$ cat src/rtl/bcs_pkg.sv
package bcs_pkg;
  localparam int MODE_W = 15;
  localparam int OFS_W  = 3;

  typedef struct packed {
    logic [1:0] bl_log;
    logic       ilv;
    logic       lat_half;
    logic       dll_rst;
  } bcs_cfg_t;

  localparam bcs_cfg_t CFG_RESET = '{bl_log: 2'd1, ilv: 1'b0, lat_half: 1'b0, dll_rst: 1'b0};

  function automatic logic [OFS_W-1:0] len_mask(input logic [1:0] bl_log);
    logic [OFS_W-1:0] m;
    m = '0;
    for (int i = 0; i < OFS_W; i++) begin
      if (i < int'(bl_log)) m[i] = 1'b1;
    end
    return m;
  endfunction
endpackage

$ cat src/rtl/bcs_mode_reg.sv
module bcs_mode_reg
  import bcs_pkg::*;
(
  input  logic              clk,
  input  logic              rst,
  input  logic              load,
  input  logic [MODE_W-1:0] word,
  output bcs_cfg_t          cfg,
  output logic              err
);
  logic       is_base;
  logic       len_ok, lat_ok, op_ok;
  bcs_cfg_t   cfg_new;

  assign is_base = (word[14:13] == 2'b00);

  always_comb begin
    cfg_new = cfg;
    len_ok  = 1'b1;
    lat_ok  = 1'b1;
    op_ok   = 1'b1;
    case (word[2:0])
      3'b001:  cfg_new.bl_log = 2'd1;
      3'b010:  cfg_new.bl_log = 2'd2;
      3'b011:  cfg_new.bl_log = 2'd3;
      default: len_ok = 1'b0;
    endcase
    cfg_new.ilv = word[3];
    case (word[6:4])
      3'b010:  cfg_new.lat_half = 1'b0;
      3'b110:  cfg_new.lat_half = 1'b1;
      default: lat_ok = 1'b0;
    endcase
    case (word[12:7])
      6'b000000: cfg_new.dll_rst = 1'b0;
      6'b000010: cfg_new.dll_rst = 1'b1;
      default:   op_ok = 1'b0;
    endcase
  end

  always_ff @(posedge clk) begin
    if (rst) begin
      cfg <= CFG_RESET;
      err <= 1'b0;
    end else if (load && is_base) begin
      if (len_ok && lat_ok && op_ok) begin
        cfg <= cfg_new;
        err <= 1'b0;
      end else begin
        err <= 1'b1;
      end
    end
  end

  assert_ext_ignored_R2: assert property (@(posedge clk) disable iff (rst)
    (load && !is_base) |=> (cfg == $past(cfg)) && (err == $past(err)));

  assert_reserved_keep_R7: assert property (@(posedge clk) disable iff (rst)
    (load && is_base && !(len_ok && lat_ok && op_ok)) |=> (cfg == $past(cfg)) && err);

  assert_valid_clears_R7: assert property (@(posedge clk) disable iff (rst)
    (load && is_base && len_ok && lat_ok && op_ok) |=> !err);

  assert_len_legal_R3: assert property (@(posedge clk) disable iff (rst)
    cfg.bl_log != 2'd0);
endmodule

$ cat src/rtl/bcs_offset.sv
module bcs_offset
  import bcs_pkg::*;
(
  input  logic [OFS_W-1:0] start_low,
  input  logic [OFS_W-1:0] beat,
  input  logic [1:0]       bl_log,
  input  logic             ilv,
  output logic [OFS_W-1:0] ofs
);
  logic [OFS_W-1:0] mask, sum, flip;

  assign mask = len_mask(bl_log);
  assign sum  = start_low + beat;
  assign flip = start_low ^ beat;

  for (genvar b = 0; b < OFS_W; b++) begin : g_bit
    assign ofs[b] = mask[b] ? (ilv ? flip[b] : sum[b]) : start_low[b];
  end
endmodule

$ cat src/rtl/bcs_beat_ctl.sv
module bcs_beat_ctl
  import bcs_pkg::*;
#(
  parameter int COL_W = 10
) (
  input  logic             clk,
  input  logic             rst,
  input  logic             start,
  input  logic [COL_W-1:0] start_col,
  input  logic [1:0]       bl_log,
  input  logic             ilv,
  output logic [COL_W-1:0] col,
  output logic             vld,
  output logic             last
);
  localparam int HI_W = COL_W - OFS_W;

  logic             act;
  logic [OFS_W-1:0] beat;
  logic [COL_W-1:0] base;
  logic [1:0]       bl_log_q;
  logic             ilv_q;
  logic [OFS_W-1:0] mask_q;
  logic [OFS_W-1:0] ofs;

  assign mask_q = len_mask(bl_log_q);

  bcs_offset u_ofs (
    .start_low (base[OFS_W-1:0]),
    .beat      (beat),
    .bl_log    (bl_log_q),
    .ilv       (ilv_q),
    .ofs       (ofs)
  );

  always_ff @(posedge clk) begin
    if (rst) begin
      act      <= 1'b0;
      beat     <= '0;
      base     <= '0;
      bl_log_q <= 2'd1;
      ilv_q    <= 1'b0;
      col      <= '0;
      vld      <= 1'b0;
      last     <= 1'b0;
    end else if (start) begin
      act      <= 1'b1;
      beat     <= OFS_W'(1);
      base     <= start_col;
      bl_log_q <= bl_log;
      ilv_q    <= ilv;
      col      <= start_col;
      vld      <= 1'b1;
      last     <= 1'b0;
    end else if (act) begin
      col  <= {base[COL_W-1:OFS_W], ofs};
      vld  <= 1'b1;
      last <= (beat == mask_q);
      act  <= (beat != mask_q);
      beat <= beat + OFS_W'(1);
    end else begin
      vld  <= 1'b0;
      last <= 1'b0;
    end
  end

  assert_start_beat0_R8: assert property (@(posedge clk) disable iff (rst)
    start |=> vld && !last && (col == $past(start_col)));

  assert_block_hold_R8: assert property (@(posedge clk) disable iff (rst)
    (vld && !last && !start) |=> vld && (col[COL_W-1:OFS_W] == $past(col[COL_W-1:OFS_W])));

  assert_last_valid_R11: assert property (@(posedge clk) disable iff (rst)
    last |-> vld);

  assert_after_last_R11: assert property (@(posedge clk) disable iff (rst)
    (last && !start) |=> !vld);

  initial begin
    assert_col_width: assert (HI_W >= 1);
  end
endmodule

$ cat src/rtl/burst_col_seq.sv
module burst_col_seq
  import bcs_pkg::*;
#(
  parameter int COL_W = 10
) (
  input  logic             clk,
  input  logic             rst,
  input  logic             mode_load,
  input  logic [14:0]      mode_word,
  input  logic             burst_start,
  input  logic [COL_W-1:0] start_col,
  output logic [COL_W-1:0] col_out,
  output logic             col_valid,
  output logic             col_last,
  output logic             mode_err,
  output logic [3:0]       cfg_burst_len,
  output logic             cfg_interleaved,
  output logic [2:0]       cfg_lat_x2,
  output logic             cfg_dll_rst
);
  bcs_cfg_t cfg;

  bcs_mode_reg u_mode (
    .clk  (clk),
    .rst  (rst),
    .load (mode_load),
    .word (mode_word),
    .cfg  (cfg),
    .err  (mode_err)
  );

  bcs_beat_ctl #(.COL_W(COL_W)) u_beat (
    .clk       (clk),
    .rst       (rst),
    .start     (burst_start),
    .start_col (start_col),
    .bl_log    (cfg.bl_log),
    .ilv       (cfg.ilv),
    .col       (col_out),
    .vld       (col_valid),
    .last      (col_last)
  );

  assign cfg_burst_len   = 4'd1 << cfg.bl_log;
  assign cfg_interleaved = cfg.ilv;
  assign cfg_lat_x2      = cfg.lat_half ? 3'd5 : 3'd4;
  assign cfg_dll_rst     = cfg.dll_rst;
endmodule

$ cat config.mk
export PLATFORM = sky130hd
export DESIGN_NAME = burst_col_seq
export DESIGN_NICKNAME = d
export VERILOG_FILES = /design/src/rtl/bcs_pkg.sv /design/src/rtl/bcs_mode_reg.sv /design/src/rtl/bcs_offset.sv /design/src/rtl/bcs_beat_ctl.sv /design/src/rtl/burst_col_seq.sv
export SDC_FILE = /design/constraint.sdc
export NUM_CORES = 1
export LEC_CHECK = 0
export BUFFER_PORTS_ARGS = -buffer_cell sky130_fd_sc_hd__clkbuf_2
export CORE_UTILIZATION = 50
export CTS_CLUSTER_DIAMETER = 30
export DETAILED_ROUTE_END_ITERATION = 6
export HOLD_SLACK_MARGIN = 0.15
export PLACE_DENSITY = 0.88
export SLEW_MARGIN = 25
export SYNTH_ARGS = -nofsm -noshare
export SYNTH_HDL_FRONTEND = slang
export SYNTH_SLANG_ARGS = --single-unit
$ cat constraint.sdc
create_clock -name clk -period 2.7 [get_ports clk]
set_clock_uncertainty 0.1 [all_clocks]
set_input_delay 0.54 -clock clk [delete_from_list [all_inputs] [get_ports clk]]
set_output_delay 0.54 -clock clk [all_outputs]
set_load 0.005 [all_outputs]
# Yosys cells after proc, flatten, opt, wreduce, memory -nomap -nowiden
# Index checks and enable logic that the tools add are counted.
[totals] mem_bits_ro=0 ram_bits=0 latchBits=0 output_inout_bits=22 n_memories=0 elab_cells=73 inputBits=29 reg_bits=35
[op_classes] mux=25 order_cmp=3 div_mod_pow=0 n_shift=1 addsub=2 mul=0 bitwise_logic=2 n_reduce_logical=18 eq_ne=8
[ops] operator="1-bit 2-to-1 mux" n=20
[ops] operator="10-bit 2-to-1 mux" n=2
[ops] operator="3-bit by 2-bit equality test with 1-bit output (second input constant)" n=3
[ops] operator="3-bit AND reduction" n=3
[ops] operator="6-bit by 2-bit equality test with 1-bit output (second input constant)" n=1
[ops] operator="6-bit logical NOT" n=1
[ops] operator="2-bit one-hot mux with 3 select lines" n=1
[ops] operator="2-bit nonzero test" n=3
[ops] operator="2-bit OR reduction" n=3
[ops] operator="3-bit OR reduction" n=2
[ops] operator="1-bit by 2-bit < comparator with 1-bit output (first input constant)" n=2
[ops] operator="1-bit one-hot mux with 2 select lines" n=2
[ops] operator="1-bit by 2-bit left shift with 4-bit output (first input constant)" n=1
[ops] operator="3-bit by 1-bit adder with 3-bit output (second input constant)" n=1
[ops] operator="3-bit adder" n=1
[ops] operator="3-bit by 1-bit equality test with 1-bit output (second input constant)" n=1
[ops] operator="3-bit equality test" n=1
[ops] operator="3-bit equality test (second input constant)" n=1
[ops] operator="1-bit logical AND" n=3
[ops] operator="3-bit inequality test" n=1
[ops] operator="3-bit nonzero test" n=1
[ops] operator="3-bit XOR" n=1
[ops] operator="2-bit logical NOT" n=1
[ops] operator="2-bit < comparator (first input constant)" n=1
[ops] operator="2 further kinds" n=2

# Depth between registers and ports, before layout
# Gate-level depths: netlist of run 1.
[logic_depth] ltp_word=6 mapped_depth=7 ltp_nobuf=7

# Cells and area by module
# Synthesis of run 1 repeated with hierarchy kept, for this count alone.
[hier_totals] cells_unflattened=183 hier_area_um2=1679.1
[by_module_without_submodules] mod="bcs_beat_ctl" cells_per_inst=129 area_per_inst_um2=1203.7 n_inst=1
[by_module_without_submodules] mod="bcs_mode_reg" cells_per_inst=30 area_per_inst_um2=307.8 n_inst=1
[by_module_without_submodules] mod="bcs_offset" cells_per_inst=16 area_per_inst_um2=118.9 n_inst=1
[by_module_without_submodules] mod="burst_col_seq" cells_per_inst=8 area_per_inst_um2=48.8 n_inst=1

# Worst setup path after synthesis of run 1
# OpenSTA, ideal clock, no wires.
[synth_path] path_kind="flip-flop to flip-flop" from="register u_beat.beat[0]" to="register u_beat.col[2]" t_required_ns=2.478 n_path_buf=0 path_slack_ns=0.790 synth_period_minus_slack_ns=1.910 t_arrival_ns=1.688 stages_incl_launch_ff=8 path_cell_list="dfxtp_1 > ha_1 > inv_1 > fa_1 > o21a_1 > o2111ai_1 > nor4_1 > a221o_1"
[synth_via] elab_chain_cells=5
[synth_lines] element="start, declared" line="bcs_beat_ctl.sv:19" rtl="logic [OFS_W-1:0] beat;"
[synth_lines] element="start signal, assigned" line="bcs_beat_ctl.sv:60" rtl="beat <= beat + OFS_W'(1);"
[synth_lines] element="3-bit adder" line="bcs_offset.sv:13" rtl="assign sum = start_low + beat;"
[synth_lines] element="1-bit 2-to-1 mux (2 in a row)" line="bcs_offset.sv:17" rtl="assign ofs[b] = mask[b] ? (ilv ? flip[b] : sum[b]) : start_low[b];"
[synth_lines] element="10-bit 2-to-1 mux" line="bcs_beat_ctl.sv:55" rtl="end else if (act) begin"
[synth_lines] element="10-bit 2-to-1 mux" line="bcs_beat_ctl.sv:46" rtl="end else if (start) begin"
[synth_lines] element="end signal, assigned" line="bcs_beat_ctl.sv:52" rtl="col <= start_col;"
[synth_lines] element="end signal, assigned" line="bcs_beat_ctl.sv:56" rtl="col <= {base[COL_W-1:OFS_W], ofs};"
[synth_lines] element="end, declared" line="bcs_beat_ctl.sv:12" rtl="output logic [COL_W-1:0] col,"
# No other way between the ends. The select of a mux whose other input is x is not followed.
# A chain may end at the register's enable or synchronous reset.

# Worst setup path after layout of run 1
[layout_path] from="register u_beat.beat[0]" to="register u_beat.col[1]"
# The elaborated chain is that of the path after synthesis.

==> flow_summary_export.csv, run 1 <==
group,metric,value,unit
power_and_ir_drop,p_leak,0.000867,uW
cells_and_area,final_common_cell,"clkbuf_2",
global_routing,grt_pass1_wl,5.16,mm
clock_tree,post_cts_buffers,0,
clock_tree,cts.hold.buffers_added,0,
detailed_routing,vias,1309,
timing,hold_viol,0,
detailed_routing,vias_per_cell,4.96,
cells_and_area,nNetsFinal,252,
global_routing,grt_antenna_before_repair,0,
global_routing,grt.total_usage,20.0,%
job,drv_cap,0,
timing,whs,0.341,ns
global_routing,grt_max_degree,21,
timing,setup_viol,0,
place,numPortBuffers,48,
cells_and_area,drive_above_1_share,26.4,%
power_and_ir_drop,power_density,531,mW/mm^2
die,fp.dieH,58.5,microns
setup_path,critPathKind,"reg2reg",
cells_and_area,final_cell_mix,"48 x clkbuf_2, 35 x dfxtp_1, 34 x nor2_1, 20 x mux2i_1, 14 x a21oi_1",
global_routing,grt_pass1_vias,1245,
timing,worstMarginPinSlew,0.760,ns
die,rows,20,
outcome,status,"finished, final reports clean",
clock_tree,path_clk_slew,0.10,ns
logic_synthesis,synth_area,0.00160,sq mm
cells_and_area,post-route-util,62.4,%
timing,fin_ws,0.613,ns
worst_hold_path,worst_hold_path_type,"in2reg",
logic_synthesis,ys_types,41,
detailed_routing,first_iter_violations,13,
clock_tree,cts_tree,"yes",
place,place_ws,0.683,ns
detailed_routing,drcViolationCount,0,
cells_and_area,n_antenna_cell,0,
setup_path,cp.required,2.87,ns
timing,max_freq,479,MHz
setup_path,arrival,2.26,ns
clock_tree,numCtsBuffers,5,
setup_path,crit_chain,"ha_1 -> inv_1 -> fa_1 -> or2_2 -> a21boi_0 -> o221ai_1 -> a21oi_1",
logic_synthesis,ys_seq_area_share,43.9,%
setup_path,end_kind,"flip-flop",
clock_tree,clock-root-buffer,"clkbuf_4",
logic_synthesis,synth-seq-cells,35,
timing,setup_tns,0,ns
timing,fin_crit_sh,77.3,%
cells_and_area,area_delta_synth_final,18.5,%
place,post-dp-hpwl,2.13,mm
setup_path,critPathSlowestCell,"fa_1",
place,routabilityCongestion,0.834,
logic_synthesis,synth_nets,210,
logic_synthesis,postSynth.asyncResetShare,0,%
detailed_routing,routed_wl,2.98,mm
clock_tree,h-tree-depth,2,
global_routing,grt_overflow,0,
die,coreArea,0.00303,sq mm
detailed_routing,ant_nets,0,
logic_synthesis,synth_ff_type,"dfxtp_1",
timing,slew_headroom,49.3,%
die,die_w,58.5,microns
logic_synthesis,synth_edf_count,0,
die,die-area,0.00342,sq mm
detailed_routing,firstDrtPassIters,4,
timing,min_period,2.09,ns
clock_tree,cts_buffer_depth,2,
die,start_util,52.7,%
timing,slew_viol_final,0,
logic_synthesis,yosysWarnings,0,
cells_and_area,fillers,274,
logic_synthesis,syn_area_per_cell,9.01,sq um
clock_tree,clock_latency,0.33,ns
setup_path,crit_fanout,5,
logic_synthesis,synth_cells,177,
clock_tree,ctsResizeCount,0,
die,num_io_pins,51,
clock_tree,clock-sinks,35,
timing,rsz0062_at_grt,"no",
setup_path,critPathMaxStageDelay,0.47,ns
power_and_ir_drop,irDropWorstVdd,0.000374,V
detailed_routing,avgRoutedWirePerCell,11.3,microns
setup_path,critPathLaunchType,"flip-flop",
report_power, final:
part / leakage (uW) / total [uW] / internal (uW) / switching (uW)
registers: 0.000287 / 565 / 541 / 23.9
logic: 0.000541 / 122 / 64.2 / 57.9
clock network: 0.0000386 / 316 / 153 / 163
cells in the mapped netlist, drive strengths merged (3+ instances only):
cell | instances | area, sq um
nor2b | 5 | 31.3
mux2i | 20 | 200
nor2 | 34 | 128
nand2 | 7 | 26.3
nor3 | 5 | 25.0
buf | 10 | 63.8
ha | 3 | 37.5
inv | 4 | 15.0
a21oi | 14 | 70.1
nor4b | 3 | 26.3
dfxtp | 35 | 701
clkbuf | 5 | 20.0
routing by layer:
layer / vias up / routed length [microns] / GRT usage (%)
met4: 0 / 25 / 5.10
met1: 593 / 1390 / 23.9
met5: - / 0 / 0
li1: 686 / - / -
met3: 2 / 159 / 8.79
met2: 28 / 1410 / 33.0
state kept, by name, indices dropped and copies added, names as in the netlist, 2 cells and up:
name             cells
u_beat.bl_log_q      2
u_beat.base         10
u_beat.col          10
u_mode.cfg           5
u_beat.beat          3
cell families (layout without fill, tap and decap cells):
group                      after synthesis  after routing  share of synthesized area [%]
and+or+nand+nor                         66             66                           20.2
DFF                                     35             35                           43.9
AOI/OAI and AO/OA                       28             28                           11.5
muxes                                   20             20                           12.5
buffers and inverters                   19             62                           6.20
adders and majority gates                4              4                           3.61
xor gates and xnor gates                 3              3                           1.65
other                                    2              2                          0.471
worst max-delay path: cells and delay by family (launching register included):
kind	cells	cell delay, ns
AOI/OAI and AO/OA	3	0.51
adders and majority gates	2	0.65
buffers and inverters	1	0.06
DFF	1	0.42
and+or+nand+nor	1	0.29
through the flow:
step	total power, uW	cell area [sq um]	cells
2_1_floorplan	654	1600	177
3_3_place_gp	696	1820	256
3_5_place_dp	699	1820	256
4_1_cts	1010	1890	264
5_1_grt	1060	1890	264
6_report	1000	1890	264
final cells by class:
| class | instances | area, sq um | area share (%) |
|---|---|---|---|
| Clock buffer | 8 | 68.8 | 3.64 |
| Inverter | 4 | 15.0 | 0.794 |
| Multi-Input combinational cell | 123 | 796 | 42.1 |
| Sequential cell | 35 | 701 | 37.1 |
| Tap cell | 44 | 55.1 | 2.91 |
| Timing Repair Buffer | 50 | 255 | 13.5 |
final timing paths:
path | startpoint | endpoint | slack (ns) | cells after the start
setup reg to reg | u_beat.beat[0]$_SDFFE_PP0P_ | u_beat.col[1]$_SDFFE_PP0P_ | 0.61 | 7
hold reg to reg | u_mode.cfg[0]$_SDFFE_PP0P_ | u_mode.cfg[0]$_SDFFE_PP0P_ | 0.37 | 2
setup / recovery | u_beat.beat[0]$_SDFFE_PP0P_ | u_beat.col[1]$_SDFFE_PP0P_ | 0.61 | 7
hold / removal | mode_word[8] | u_mode.cfg[0]$_SDFFE_PP0P_ | 0.34 | 3
(Power assumes the default switching activity.)
==> run 2, diff against run 1 <==
Settings changed: ABC_AREA set to 1, CORE_UTILIZATION 50 to 49, PLACE_DENSITY 0.88 to 0.87.
Clock period 2.7 ns to 2.1 ns, I/O delays scaled along.
==> flow_summary_export.csv, run 2 <==
group,metric,value,unit
outcome,status,"finished, final reports clean",
logic_synthesis,synth_fa_ha_area_share,3.72,%
setup_path,critPathSlowestCell,"dfxtp_1",
setup_path,reg2reg_to,"u_beat.col[2]$_SDFFE_PP0P_",
logic_synthesis,syn_area_per_cell,7.90,sq um
setup_path,cp.required,2.26,ns
clock_tree,clock-sinks,35,
place,routabilityCongestion,0.817,
clock_tree,cts_tree,"yes",
setup_path,critPathLaunch,"u_beat.beat[0]$_SDFFE_PP0P_",
cells_and_area,drive_above_1_share,26.9,%
logic_synthesis,yosys.area.top_type,"dfxtp_1",
die,coreArea,0.00303,sq mm
detailed_routing,firstDrtPassIters,4,
power_and_ir_drop,irDropWorstVdd,0.000634,V
setup_path,crit_end,"u_beat.col[2]$_SDFFE_PP0P_",
clock_tree,cts_buffer_depth,2,
logic_synthesis,synth_ff_type,"dfxtp_1",
worst_hold_path,worst_hold_path_type,"in2reg",
timing,setup_tns,0,ns
die,num_io_pins,51,
detailed_routing,avgRoutedWirePerCell,10.7,microns
timing,slew_viol_final,0,
setup_path,r2r_slack,0.27,ns
global_routing,grt_pass1_wl,5.13,mm
cells_and_area,nNetsFinal,278,
setup_path,rr_worst_depth,9,
timing,hold_viol,0,
die,fp.dieH,58.2,microns
timing,fin_crit_sh,87.2,%
clock_tree,clock-root-buffer,"clkbuf_4",
die,die-area,0.00339,sq mm
logic_synthesis,synth_mux_area_share,4.52,%
cells_and_area,n_antenna_cell,0,
logic_synthesis,postSynth.asyncResetShare,0,%
detailed_routing,vias_per_cell,4.93,
clock_tree,clock_latency,0.34,ns
global_routing,grt_pass1_vias,1244,
detailed_routing,ant_nets,0,
detailed_routing,vias,1424,
timing,rsz0062_at_grt,"no",
cells_and_area,design_area,0.00187,sq mm
logic_synthesis,synth_compound_area_share,13.6,%
timing,fin_ws,0.268,ns
power_and_ir_drop,p_leak,0.000896,uW
clock_tree,post_cts_buffers,0,
setup_path,arrival,1.99,ns
setup_path,critPathMaxStageDelay,0.43,ns
die,rows,20,
cells_and_area,post-route-util,61.8,%
timing,worstMarginPinSlew,0.509,ns
logic_synthesis,synth_edf_count,0,
logic_synthesis,synth_nets,229,
power_and_ir_drop,power_density,727,mW/mm^2
timing,max_freq,546,MHz
logic_synthesis,synthSimpleGateAreaFrac,21.6,%
clock_tree,numCtsBuffers,5,
job,drv_cap,0,
logic_synthesis,yosysWarnings,0,
cells_and_area,final_common_cell,"clkbuf_2",
die,start_util,51.2,%
logic_synthesis,yosys.area.top_type_share,45.2,%
logic_synthesis,ys_seq_area_share,45.2,%
cells_and_area,reg_top3,"u_beat.base (10), u_beat.col (10), u_mode.cfg (5)",
place,dpl_cell_area,0.00180,sq mm
die,die_w,58.2,microns
clock_tree,ctsResizeCount,0,
logic_synthesis,synth_top_family_by_area,"simple AND/OR/NAND/NOR gates",
logic_synthesis,ys_types,30,
timing,min_period,1.83,ns
detailed_routing,first_iter_violations,29,
clock_tree,h-tree-depth,2,
global_routing,grt_max_degree,20,
logic_synthesis,synthXorXnorAreaFrac,1.70,%
global_routing,grt_antenna_before_repair,0,
logic_synthesis,netlist_top_cells_count,"35 x dfxtp_1, 35 x nor2_1, 19 x nand2_1",
setup_path,critPathKind,"reg2reg",
logic_synthesis,synth-seq-cells,35,
logic_synthesis,synth_area_leaders,"dfxtp_1 45%, nor2_1 8.5%, o21ai_0 5.8%, nand2_1 4.6%, a21oi_1 4.5%",
setup_path,critPathLaunchType,"flip-flop",
setup_path,crit_chain,"ha_1 -> inv_1 -> fa_1 -> o21ai_0 -> nand3_1 -> nand2_1 -> nand3_1 -> nand2_1 -> inv_1",
place,numPortBuffers,48,
clock_tree,cts.hold.buffers_added,0,
clock_tree,path_clk_slew,0.10,ns
detailed_routing,drcViolationCount,0,
global_routing,grt_overflow,0,
cells_and_area,final_cell_mix,"48 x clkbuf_2, 35 x nor2_1, 35 x dfxtp_1, 19 x nand2_1",
setup_path,reg2reg_from,"u_beat.beat[0]$_SDFFE_PP0P_",
logic_synthesis,synth_cells,196,
place,place_ws,0.265,ns
place,post-dp-hpwl,2.35,mm
setup_path,crit_fanout,5,
logic_synthesis,synth_area,0.00155,sq mm
setup_path,end_kind,"flip-flop",
timing,setup_viol,0,
detailed_routing,routed_wl,3.08,mm
cells_and_area,area_delta_synth_final,20.8,%
timing,slew_headroom,66.1,%
global_routing,grt.total_usage,20.0,%
[run 2: changes by cell type after synthesis, sizes merged, moves of 3 or more]
cell,delta
inv,+16
o21ai,+16
nand2,+14
mux2i,-13
nand3,+11
nor2b,-5
clkbuf,-4
nor2,+4
nor4b,-3
[run 2: worst min-delay path by stage]
stage	startpoint	end	slack (ns)	depth (start not counted)
after floorplan	u_mode.cfg[1]$_SDFFE_PP0P_	u_mode.cfg[1]$_SDFFE_PP0P_	0.35	2
after global placement	u_mode.cfg[1]$_SDFFE_PP0P_	u_mode.cfg[1]$_SDFFE_PP0P_	0.37	2
after detailed placement	u_beat.base[6]$_SDFFE_PP0P_	u_beat.base[6]$_SDFFE_PP0P_	0.38	2
after CTS	mode_word[3]	u_mode.cfg[2]$_SDFFE_PP0P_	0.20	3
after global routing	mode_word[3]	u_mode.cfg[2]$_SDFFE_PP0P_	0.21	3
final	mode_word[3]	u_mode.cfg[2]$_SDFFE_PP0P_	0.20	3
[run 2: cell families (layout without fill, tap and decap cells)]
logic type,count (synthesis),after routing
buf+inv,29,78
compound gates,39,39
simple gates,77,77
fa+ha+maj,4,4
flops,35,35
other cells,2,2
mux,7,7
xor+xnor,3,3
[run 2: report_power, final]
| group | total (uW) | internal, uW | switching [uW] | leakage [uW] |
|---|---|---|---|---|
| Clock | 462 | 245 | 216 | 0.0000383 |
| Sequential | 725 | 702 | 22.8 | 0.000288 |
| Combinational | 175 | 77.0 | 97.9 | 0.000570 |
| Total | 1360 | 1020 | 337 | 0.000896 |
[run 2: worst max-delay path, delay by kind of cell (launching register included)]
family / cells / cell delay [ns]
AO/OA/AOI/OAI: 1 / 0.21
adder cells (fa/ha/maj): 2 / 0.61
buffers and inverters: 2 / 0.08
flip-flops: 1 / 0.43
AND/OR/NAND/NOR: 4 / 0.30
[run 2: metrics by stage]
stage	hold WS, ns	instances	power [uW]
4_1_cts	0.196	289	1370
6_report	0.197	289	1360
2_1_floorplan	0.354	196	848
3_5_place_dp	0.381	282	915
3_3_place_gp	0.368	282	909
5_1_grt	0.211	289	1420
[run 2: per-layer routing]
metal  track usage (%)  vias up  routed length (microns)
met5                 0        -                        0
met4              6.12        0                       27
met3              6.92        2                      150
met2              34.6       33                     1540
met1              23.3      650                     1370
li1                  -      739                        -
[run 2: cell type report]
class | count | area (sq um)
clock buffer | 6 | 41.3
clock inverter | 1 | 30.0
multi-input combinational | 132 | 707
sequential | 35 | 701
tap | 44 | 55.1
fill | 283 | 1160
timing repair buffer | 51 | 263
inverter | 20 | 75.1
